[src/rtl/hbg_pkg.sv]
package hbg_pkg;

  localparam logic [7:0] ADDR_ALERT  = 8'h00;
  localparam logic [7:0] ADDR_STATUS = 8'h01;
  localparam logic [7:0] ADDR_BRIDGE = 8'h02;

  localparam int BIT_UNDER = 0;
  localparam int BIT_OVER  = 1;
  localparam int BIT_HOT   = 2;
  localparam int BIT_OC    = 0;

  localparam logic [7:0] BRIDGE_MASK = 8'h1F;

  typedef struct packed {
    logic       clrUnder;
    logic       clrOver;
    logic       clrHot;
    logic       clrOc;
    logic       wrBridge;
    logic       tripRise;
    logic [7:0] wrData;
  } hbg_strobe_t;

endpackage

[src/rtl/hbg_ctrl.sv]
module hbg_ctrl
  import hbg_pkg::*;
#(
  parameter int ADDR_W = 3
) (
  input  logic              clk,
  input  logic              rstN,
  input  logic              busWr,
  input  logic [ADDR_W-1:0] busAddr,
  input  logic [7:0]        busWrData,
  input  logic              overTemp,
  input  logic              thermShutEn,
  output hbg_strobe_t       str,
  output logic              tripActive,
  output logic              rstReq
);

  logic tripNow;
  logic tripQ;
  logic selAlert, selStatus, selBridge;

  assign tripNow   = overTemp & thermShutEn;
  assign selAlert  = busWr && (busAddr == ADDR_ALERT[ADDR_W-1:0]);
  assign selStatus = busWr && (busAddr == ADDR_STATUS[ADDR_W-1:0]);
  assign selBridge = busWr && (busAddr == ADDR_BRIDGE[ADDR_W-1:0]);

  always_comb begin
    str          = '0;
    str.wrData   = busWrData;
    str.clrUnder = selAlert  & busWrData[BIT_UNDER];
    str.clrOver  = selAlert  & busWrData[BIT_OVER];
    str.clrHot   = selAlert  & busWrData[BIT_HOT];
    str.clrOc    = selStatus & busWrData[BIT_OC];
    str.wrBridge = selBridge;
    str.tripRise = tripNow & ~tripQ;
  end

  always_ff @(posedge clk or negedge rstN) begin
    if (!rstN) begin
      tripQ  <= 1'b0;
      rstReq <= 1'b0;
    end else begin
      tripQ  <= tripNow;
      rstReq <= tripNow & ~tripQ;
    end
  end

  assign tripActive = tripQ;

  // the reset request never lasts longer than one cycle
  p_rst_pulse_r9: assert property (@(posedge clk) disable iff (!rstN)
    rstReq |=> !rstReq);

  // without the enable, temperature never produces a reset request
  p_no_trip_r8: assert property (@(posedge clk) disable iff (!rstN)
    !thermShutEn |=> !rstReq);

endmodule

[src/rtl/hbg_datapath.sv]
module hbg_datapath
  import hbg_pkg::*;
#(
  parameter int NUM_HB = 4,
  parameter int ADDR_W = 3
) (
  input  logic              clk,
  input  logic              rstN,
  input  hbg_strobe_t       str,
  input  logic              tripActive,
  input  logic              ocHigh,
  input  logic              ocLow,
  input  logic              underVolt,
  input  logic              overVolt,
  input  logic              overTemp,
  input  logic [NUM_HB-1:0] reqHigh,
  input  logic [NUM_HB-1:0] reqLow,
  input  logic [ADDR_W-1:0] busAddr,
  output logic [NUM_HB-1:0] gateHigh,
  output logic [NUM_HB-1:0] gateLow,
  output logic [7:0]        busRdData
);

  logic underFlag, overFlag, hotFlag, ocFlag;
  logic hsMask, lsMask;
  logic [7:0] bridgeReg;
  logic ocAny, ocRelease;
  logic highOn, lowOn;

  assign ocAny     = ocHigh | ocLow;
  assign ocRelease = str.clrOc & ~ocAny;

  always_ff @(posedge clk or negedge rstN) begin
    if (!rstN) begin
      underFlag <= 1'b0;
      overFlag  <= 1'b0;
      hotFlag   <= 1'b0;
      ocFlag    <= 1'b0;
      hsMask    <= 1'b0;
      lsMask    <= 1'b0;
      bridgeReg <= '0;
    end else if (str.tripRise) begin
      underFlag <= 1'b0;
      overFlag  <= 1'b0;
      hotFlag   <= 1'b0;
      ocFlag    <= 1'b0;
      hsMask    <= 1'b0;
      lsMask    <= 1'b0;
      bridgeReg <= '0;
    end else begin
      underFlag <= (underFlag & ~str.clrUnder) | underVolt;
      overFlag  <= (overFlag  & ~str.clrOver)  | overVolt;
      hotFlag   <= (hotFlag   & ~str.clrHot)   | overTemp;
      ocFlag    <= (ocFlag    & ~str.clrOc)    | ocAny;
      hsMask    <= ocHigh | (hsMask & ~ocRelease);
      lsMask    <= ocLow  | (lsMask & ~ocRelease);
      if (str.wrBridge) bridgeReg <= str.wrData & BRIDGE_MASK;
    end
  end

  assign highOn = ~(hsMask | underFlag | overFlag | tripActive);
  assign lowOn  = ~(lsMask | underFlag | overFlag | tripActive);

  for (genvar g = 0; g < NUM_HB; g++) begin : g_gate
    assign gateHigh[g] = reqHigh[g] & highOn;
    assign gateLow[g]  = reqLow[g]  & lowOn;
  end

  always_comb begin
    busRdData = '0;
    if (busAddr == ADDR_ALERT[ADDR_W-1:0]) begin
      busRdData[BIT_UNDER] = underFlag;
      busRdData[BIT_OVER]  = overFlag;
      busRdData[BIT_HOT]   = hotFlag;
    end else if (busAddr == ADDR_STATUS[ADDR_W-1:0]) begin
      busRdData[BIT_OC] = ocFlag;
    end else if (busAddr == ADDR_BRIDGE[ADDR_W-1:0]) begin
      busRdData = bridgeReg;
    end
  end

  p_hs_shut_r2: assert property (@(posedge clk) disable iff (!rstN)
    (ocHigh && !str.tripRise) |=> (gateHigh == '0));

  p_ls_shut_r3: assert property (@(posedge clk) disable iff (!rstN)
    (ocLow && !str.tripRise) |=> (gateLow == '0));

  p_oc_flag_r4: assert property (@(posedge clk) disable iff (!rstN)
    (ocAny && !str.tripRise) |=> ocFlag);

  p_volt_off_r6: assert property (@(posedge clk) disable iff (!rstN)
    ((underVolt || overVolt) && !str.tripRise) |=> (gateHigh == '0 && gateLow == '0));

  p_fault_wins_r7: assert property (@(posedge clk) disable iff (!rstN)
    (underVolt && str.clrUnder && !str.tripRise) |=> underFlag);

  p_trip_clear_r9: assert property (@(posedge clk) disable iff (!rstN)
    str.tripRise |=> (bridgeReg == '0 && !ocFlag));

  p_bridge_hi_r10: assert property (@(posedge clk) disable iff (!rstN)
    bridgeReg[7:5] == 3'b000);

endmodule

[src/rtl/hbridge_guard.sv]
module hbridge_guard
  import hbg_pkg::*;
#(
  parameter int NUM_HB = 4,
  parameter int ADDR_W = 3
) (
  input  logic              clk,
  input  logic              rstN,
  input  logic              busWr,
  input  logic [ADDR_W-1:0] busAddr,
  input  logic [7:0]        busWrData,
  output logic [7:0]        busRdData,
  input  logic              ocHigh,
  input  logic              ocLow,
  input  logic              underVolt,
  input  logic              overVolt,
  input  logic              overTemp,
  input  logic              thermShutEn,
  input  logic [NUM_HB-1:0] reqHigh,
  input  logic [NUM_HB-1:0] reqLow,
  output logic [NUM_HB-1:0] gateHigh,
  output logic [NUM_HB-1:0] gateLow,
  output logic              rstReq
);

  hbg_strobe_t str;
  logic        tripActive;

  hbg_ctrl #(.ADDR_W(ADDR_W)) u_ctrl (
    .clk(clk), .rstN(rstN), .busWr(busWr), .busAddr(busAddr),
    .busWrData(busWrData), .overTemp(overTemp), .thermShutEn(thermShutEn),
    .str(str), .tripActive(tripActive), .rstReq(rstReq)
  );

  hbg_datapath #(.NUM_HB(NUM_HB), .ADDR_W(ADDR_W)) u_dp (
    .clk(clk), .rstN(rstN), .str(str), .tripActive(tripActive),
    .ocHigh(ocHigh), .ocLow(ocLow), .underVolt(underVolt),
    .overVolt(overVolt), .overTemp(overTemp),
    .reqHigh(reqHigh), .reqLow(reqLow), .busAddr(busAddr),
    .gateHigh(gateHigh), .gateLow(gateLow), .busRdData(busRdData)
  );

endmodule

[config.mk]
export PLATFORM = sky130hd
export DESIGN_NAME = hbridge_guard
export DESIGN_NICKNAME = d
export VERILOG_FILES = /design/src/rtl/hbg_pkg.sv /design/src/rtl/hbg_ctrl.sv /design/src/rtl/hbg_datapath.sv /design/src/rtl/hbridge_guard.sv
export SDC_FILE = /design/constraint.sdc
export NUM_CORES = 1
export LEC_CHECK = 0
export CAP_MARGIN = 15
export CORE_ASPECT_RATIO = 1.4
export CORE_MARGIN = 2
export CORE_UTILIZATION = 40
export CTS_BUF_LIST = sky130_fd_sc_hd__clkbuf_8
export DETAILED_ROUTE_END_ITERATION = 10
export GPL_ROUTABILITY_DRIVEN = 0
export PLACE_DENSITY = 0.89
export REMOVE_ABC_BUFFERS = 1
export SYNTH_ARGS = -nofsm -noshare
export SYNTH_HDL_FRONTEND = slang
export SYNTH_SLANG_ARGS = --single-unit
[constraint.sdc]
create_clock -name clk -period 3.3 [get_ports clk]
set_input_delay 0.66 -clock clk [delete_from_list [all_inputs] [get_ports clk]]
set_output_delay 0.66 -clock clk [all_outputs]
set_load 0.1 [all_outputs]
==> flow_summary.toml, run 1 <==
[detailed_routing]
drt.antenna.violating_nets = 0
wire_per_inst_um = 13.8
drc = 0
via_count = 664
first_pass_iters = 4
dr.first_iter.drc_count = 10
post_drt_via_cell_ratio = 5.03
wirelength_um = 1820

[yosys]
yosys_warnings = 0
syn_area_per_cell_um2 = 9.91
synth.most_common_cell = "sky130_fd_sc_hd__nor2_1"
postSynthRegisterBits = 13
yosysSeqAreaShare = 0.444
synth_top_area_share = 0.444
synth.top_cells.by_area = "sky130_fd_sc_hd__dfrtp_1, sky130_fd_sc_hd__mux2i_1, sky130_fd_sc_hd__and2_1"
synth_commonest_cells = "sky130_fd_sc_hd__nor2_1, sky130_fd_sc_hd__dfrtp_1, sky130_fd_sc_hd__and2_1"
synth.distinct_cells = 20
postSynth.topFlopCell = "sky130_fd_sc_hd__dfrtp_1"
post-synth-top-area-cell = "sky130_fd_sc_hd__dfrtp_1"
netlist_area_um2 = 733
async_reset_ff_frac = 1.00
number_of_flops_mapped_to_enable_cells_by_yosys = 0
netlist_instances = 74

[cells_and_area]
post_route_cells_drive_above_1_share = 0.196
area_growth_syn_to_layout_pct = 60.6
design.final.nets = 141
antennaDiodeCount = 0
final_cells = 132

[setup_path]
worstPathArrival_ps = 1990
r2r_start = "u_ctrl.tripActive"
timing_worst_setup_path_type = "in2out"
r2r_path_end = "u_dp.lsMask"
crit_path_end_kind = "output pin"
endpoint_required_time_on_the_critical_path_ps = 2640
cp-start-kind = "input port"
reg2reg_slack_ps = 2070
cp_max_fo = 9
reg2reg_depth = 3

[sta]
layout_worst_path_cycle_share = 0.804
slew-limit-headroom = 0.615
slew_at_the_pin_closest_to_its_max_slew_limit_ps = 576
post-route-min-period_ps = 2650
total_count_of_hold_check_failures_in_the_final_report = 0
report.final.setup_viol = 0
max_clock_freq_mhz = 377
postLayoutSetupSlackWorst_ps = 648
totalNegativeSetupSlack_ps = 0
drv_slew = 0
finalClockSkew_ps = 1.34
grt_setup_unrepaired = "false"

[worst_hold_path]
hold_path.class = "reg2reg"
hold_path_end = "u_dp.ocFlag"
timing.hold.worst.start = "u_dp.ocFlag"
cell_depth_of_the_worst_min_delay_path = 2

[pwr]
leakagePower_nw = 0.527
seq_power_share = 0.403
power.share.switching = 0.319
worst_ir_drop_vdd_mv = 0.302
power_density_nw_per_um2 = 383
clk_pwr_share = 0.306
share_comb_of_total_power = 0.290
power.total_w = 0.000451
internal-power_w = 0.000307
p_switching_w = 0.000144

[global_routing]
number_of_global_route_vias_before_repair = 622
grt_first_pass_wirelength_um = 2680
global_route.usage.total = 0.183
grt_remaining_overflow = 0
pin_count_of_the_biggest_net_entering_global_routing = 14
number_of_antenna_violations_at_the_first_check_in_global_routing = 0

[floorplan]
top_level_ports = 45
die_width_um = 40.2
fp.dieH_um = 54.7
core.rowCount = 18
core_um2 = 1760
initial_core_util = 0.417
fp.dieArea_um2 = 2200

[cts]
ctsHtreeMaxLevel = 1
worst_setup_hold_path_clk_slew_ps = 50
insertion_delay_ps = 240
cts_root_buffer = "sky130_fd_sc_hd__clkbuf_8"
post_cts_hold_buffer_count = 0
cts-resized-gates = 0
cts_tree = "yes"
cts_setup_buffers = 0
clock_tree.buffer_depth = 2
cts_num_sinks = 13
cts-buffers-inserted = 3

[placed_design]
detailedPlace.worstSlack_ps = 645
hpwlAfterDp_um = 1430
placedCellCount = 128
placement.io_buffers = 38

[run]
drv.max_cap_violation_count = 0

[outcome]
status = "finished, final reports clean"
[routing by layer]
layer,vias to the layer above,share of wire,GRT usage
li1,323,-,-
met1,312,0.41,0.225
met2,24,0.52,0.298
met3,5,0.044,0.0285
met4,0,0.019,0.100
met5,-,0,0
[final cells by class]
| cell class | instances | area (µm²) |
|---|---|---|
| fillers | 144 | 579 |
| repair buffers | 39 | 415 |
| multi-input cells | 55 | 363 |
| flip-flops and latches | 13 | 325 |
| clock buffers | 3 | 41.3 |
| well taps | 20 | 25.0 |
| clock inverters | 1 | 3.75 |
| inverters | 1 | 3.75 |
[registers in the layout, indices dropped and copies added (netlist names)]
signal	flops
u_dp.bridgeReg	5
u_ctrl.rstReq	1
u_ctrl.tripActive	1
u_dp.hotFlag	1
u_dp.hsMask	1
u_dp.lsMask	1
u_dp.ocFlag	1
u_dp.overFlag	1
u_dp.underFlag	1
[per-stage QoR]
stage,instance area (µm²),utilization,hold WS (ps)
after global placement,1130,0.645,488
after CTS,1180,0.670,512
final,1180,0.670,512
after detailed placement,1130,0.645,499
after global routing,1180,0.670,539
after floorplan,692,-,364
[power groups by stage]
stage | combinational, W | sequential [W] | clock [W]
CTS | 0.000132 | 0.000181 | 0.000139
global placement | 0.000129 | 0.000183 | 0
floorplan | 0.0000696 | 0.000186 | 0
finish | 0.000131 | 0.000182 | 0.000138
detailed placement | 0.000131 | 0.000184 | 0
global route | 0.000138 | 0.000183 | 0.000145
[critical path: stages]
cell and delay, ps:
sky130_fd_sc_hd__clkdlybuf4s50_1 660, sky130_fd_sc_hd__mux2i_1 120, sky130_fd_sc_hd__nor3_1 320, sky130_fd_sc_hd__buf_12 230
[layout by cell type, fill, tap and decap left out, types with 3 or more instances in the layout]
cell type,count
sky130_fd_sc_hd__conb_1,3
sky130_fd_sc_hd__mux2i_1,8
sky130_fd_sc_hd__nor3_1,6
sky130_fd_sc_hd__buf_12,5
sky130_fd_sc_hd__buf_4,10
sky130_fd_sc_hd__nor3b_2,3
sky130_fd_sc_hd__clkdlybuf4s50_1,24
sky130_fd_sc_hd__nor2_1,15
sky130_fd_sc_hd__dfrtp_1,13
sky130_fd_sc_hd__clkbuf_8,3
sky130_fd_sc_hd__and2_1,9
[kinds of logic (layout without fill, tap and decap cells)]
family	count (synthesis)	after routing	share of synthesized area
muxes	8	8	0.109
and+or+nand+nor	42	42	0.346
AOI/OAI and AO/OA	2	2	0.0239
buffers and inverters	8	44	0.0717
DFF	13	13	0.444
other	1	3	0.00511
[worst max path at each step]
stage	start	to	slack, ps
finish	busAddr[1]	busRdData[2]	650
global route	busAddr[1]	busRdData[2]	580
CTS	busAddr[1]	busRdData[2]	650
detailed placement	busAddr[1]	busRdData[2]	650
global placement	busAddr[0]	busRdData[0]	670
floorplan	busAddr[1]	busRdData[1]	-150
(Power assumes the default switching activity.)
==> run 2: changes to the inputs <==
- CORE_UTILIZATION: 40 -> 37
- PLACE_DENSITY: 0.89 -> 0.83
- clock period: 3.3 -> 2.7 ns (I/O delays scaled with it)
==> flow_summary.toml, run 2 (synthesized netlist as in run 1, its figures left out) <==
[cells_and_area]
design.final.nets = 141
layout.cells.most_common_list = "sky130_fd_sc_hd__clkdlybuf4s50_1, sky130_fd_sc_hd__nor2_1, sky130_fd_sc_hd__buf_12, sky130_fd_sc_hd__dfrtp_1, sky130_fd_sc_hd__and2_1"
largest_register = "u_dp.bridgeReg"
post_route_cells_drive_above_1_share = 0.196
antennaDiodeCount = 0
final_core_util = 0.664
area_growth_syn_to_layout_pct = 74.4
ff_latch_area_um2 = 325
largest_register_ffs = 5
final_cells = 133
fillers = 150
area_taken_by_multi_input_logic_gates_um2 = 363
layout.cells.most_common = "sky130_fd_sc_hd__clkdlybuf4s50_1"

[setup_path]
reg2reg_depth = 3
path_delay_family = "buffers and inverters"
cp_slowest_stage_delay_ps = 620
cp_max_fo = 8
crit_slowest_cell = "sky130_fd_sc_hd__clkdlybuf4s50_1"
worstPathArrival_ps = 1840
timing_worst_setup_path_type = "in2out"
crit_path_end_kind = "output pin"
cp-start-kind = "input port"
timing.critical_path.buf_inv = 2
crit_chain = "clkdlybuf4s50_1 > mux2i_1 > o21a_1 > nor2_1 > buf_12"
worstSetupPathDepth = 5
endpoint_required_time_on_the_critical_path_ps = 2160

[floorplan]
core_um2 = 1930
fp.dieH_um = 56.7
top_level_ports = 45
initial_core_util = 0.381
die_width_um = 41.6
fp.dieArea_um2 = 2360
core.rowCount = 19

[worst_hold_path]
cell_depth_of_the_worst_min_delay_path = 2
hold_path.class = "reg2reg"

[placed_design]
placedCellCount = 129
placement.io_buffers = 38
hpwlAfterDp_um = 1330
detailedPlace.worstSlack_ps = 322

[sta]
slew_at_the_pin_closest_to_its_max_slew_limit_ps = 555
drv_slew = 0
slew-limit-headroom = 0.629
grt_setup_unrepaired = "false"
max_clock_freq_mhz = 419
report.final.setup_viol = 0
finalClockSkew_ps = 3.27
post-route-min-period_ps = 2380
layout_worst_path_cycle_share = 0.883
total_count_of_hold_check_failures_in_the_final_report = 0
totalNegativeSetupSlack_ps = 0
postLayoutSetupSlackWorst_ps = 316

[detailed_routing]
post_drt_via_cell_ratio = 5.09
via_count = 677
drc = 0
dr.first_iter.drc_count = 8
wirelength_um = 1620
drt.antenna.violating_nets = 0
first_pass_iters = 4
wire_per_inst_um = 12.2

[cts]
ctsHtreeMaxLevel = 1
clock_tree.buffer_depth = 2
post_cts_hold_buffer_count = 0
cts_num_sinks = 13
cts_setup_buffers = 0
cts-resized-gates = 0
worst_setup_hold_path_clk_slew_ps = 50
cts_tree = "yes"
cts_root_buffer = "sky130_fd_sc_hd__clkbuf_8"
insertion_delay_ps = 230
cts-buffers-inserted = 3

[pwr]
seq_power_share = 0.406
p_switching_w = 0.000168
clk_pwr_share = 0.295
power.share.switching = 0.307
internal-power_w = 0.000380
worst_ir_drop_vdd_mv = 0.453
power.total_w = 0.000548
share_comb_of_total_power = 0.299
leakagePower_nw = 0.548
power_density_nw_per_um2 = 428

[global_routing]
number_of_global_route_vias_before_repair = 601
global_route.usage.total = 0.149
pin_count_of_the_biggest_net_entering_global_routing = 14
grt_remaining_overflow = 0
grt_first_pass_wirelength_um = 2660
number_of_antenna_violations_at_the_first_check_in_global_routing = 0

[run]
drv.max_cap_violation_count = 0

[outcome]
status = "finished, final reports clean"
==> run 2: cell count changes in the layout (fill, tap and decap cells not counted) <==
cell / previous run / this run
sky130_fd_sc_hd__buf_12: 5 / 13
sky130_fd_sc_hd__buf_4: 10 / 2
==> run 2: tightest hold or removal path: stages, from the launching register on <==
cell and delay (ps):
sky130_fd_sc_hd__dfrtp_1 340, sky130_fd_sc_hd__nor3_1 50, sky130_fd_sc_hd__nor2_1 80
==> run 2: stage by stage <==
step                instance area, µm²  hold slack (ps)
finish                            1280              509
global placement                  1230              482
floorplan                          692              244
detailed placement                1230              503
CTS                               1280              514
global route                      1280              554
==> run 2: power by group through the flow <==
stage | Sequential (W) | Combinational [W] | Clock (W)
final | 0.000222 | 0.000164 | 0.000162
after global routing | 0.000224 | 0.000174 | 0.000176
after CTS | 0.000222 | 0.000165 | 0.000167
after detailed placement | 0.000225 | 0.000165 | 0
after global placement | 0.000225 | 0.000162 | 0
after floorplan | 0.000228 | 0.0000851 | 0
==> run 2: layout make-up <==
| class | count | share of cell area |
|---|---|---|
| Timing Repair Buffer | 39 | 0.403 |
| Multi-Input combinational cell | 55 | 0.284 |
| Sequential cell | 13 | 0.254 |
| Clock buffer | 3 | 0.0323 |
| Tap cell | 21 | 0.0205 |
| Clock inverter | 1 | 0.00294 |
| Inverter | 1 | 0.00294 |
==> run 2: worst paths after layout <==
path,startpoint,slack (ps),end
max in group asynchronous,rstN,1670,u_dp.hotFlag
hold reg to reg,u_dp.ocFlag,510,u_dp.ocFlag
min in group asynchronous,rstN,670,u_dp.bridgeReg[0]
hold / removal,u_dp.ocFlag,510,u_dp.ocFlag
setup / recovery,busAddr[0],320,busRdData[0]
setup reg to reg,u_ctrl.tripActive,1530,u_dp.hsMask
==> run 2: layer usage <==
layer / track usage / up-vias / part of all wire
met3: 0.0225 / 2 / 0.051
met2: 0.252 / 25 / 0.52
met4: 0.111 / 0 / 0.025
met1: 0.164 / 327 / 0.40
li1: - / 323 / -
met5: 0 / - / 0
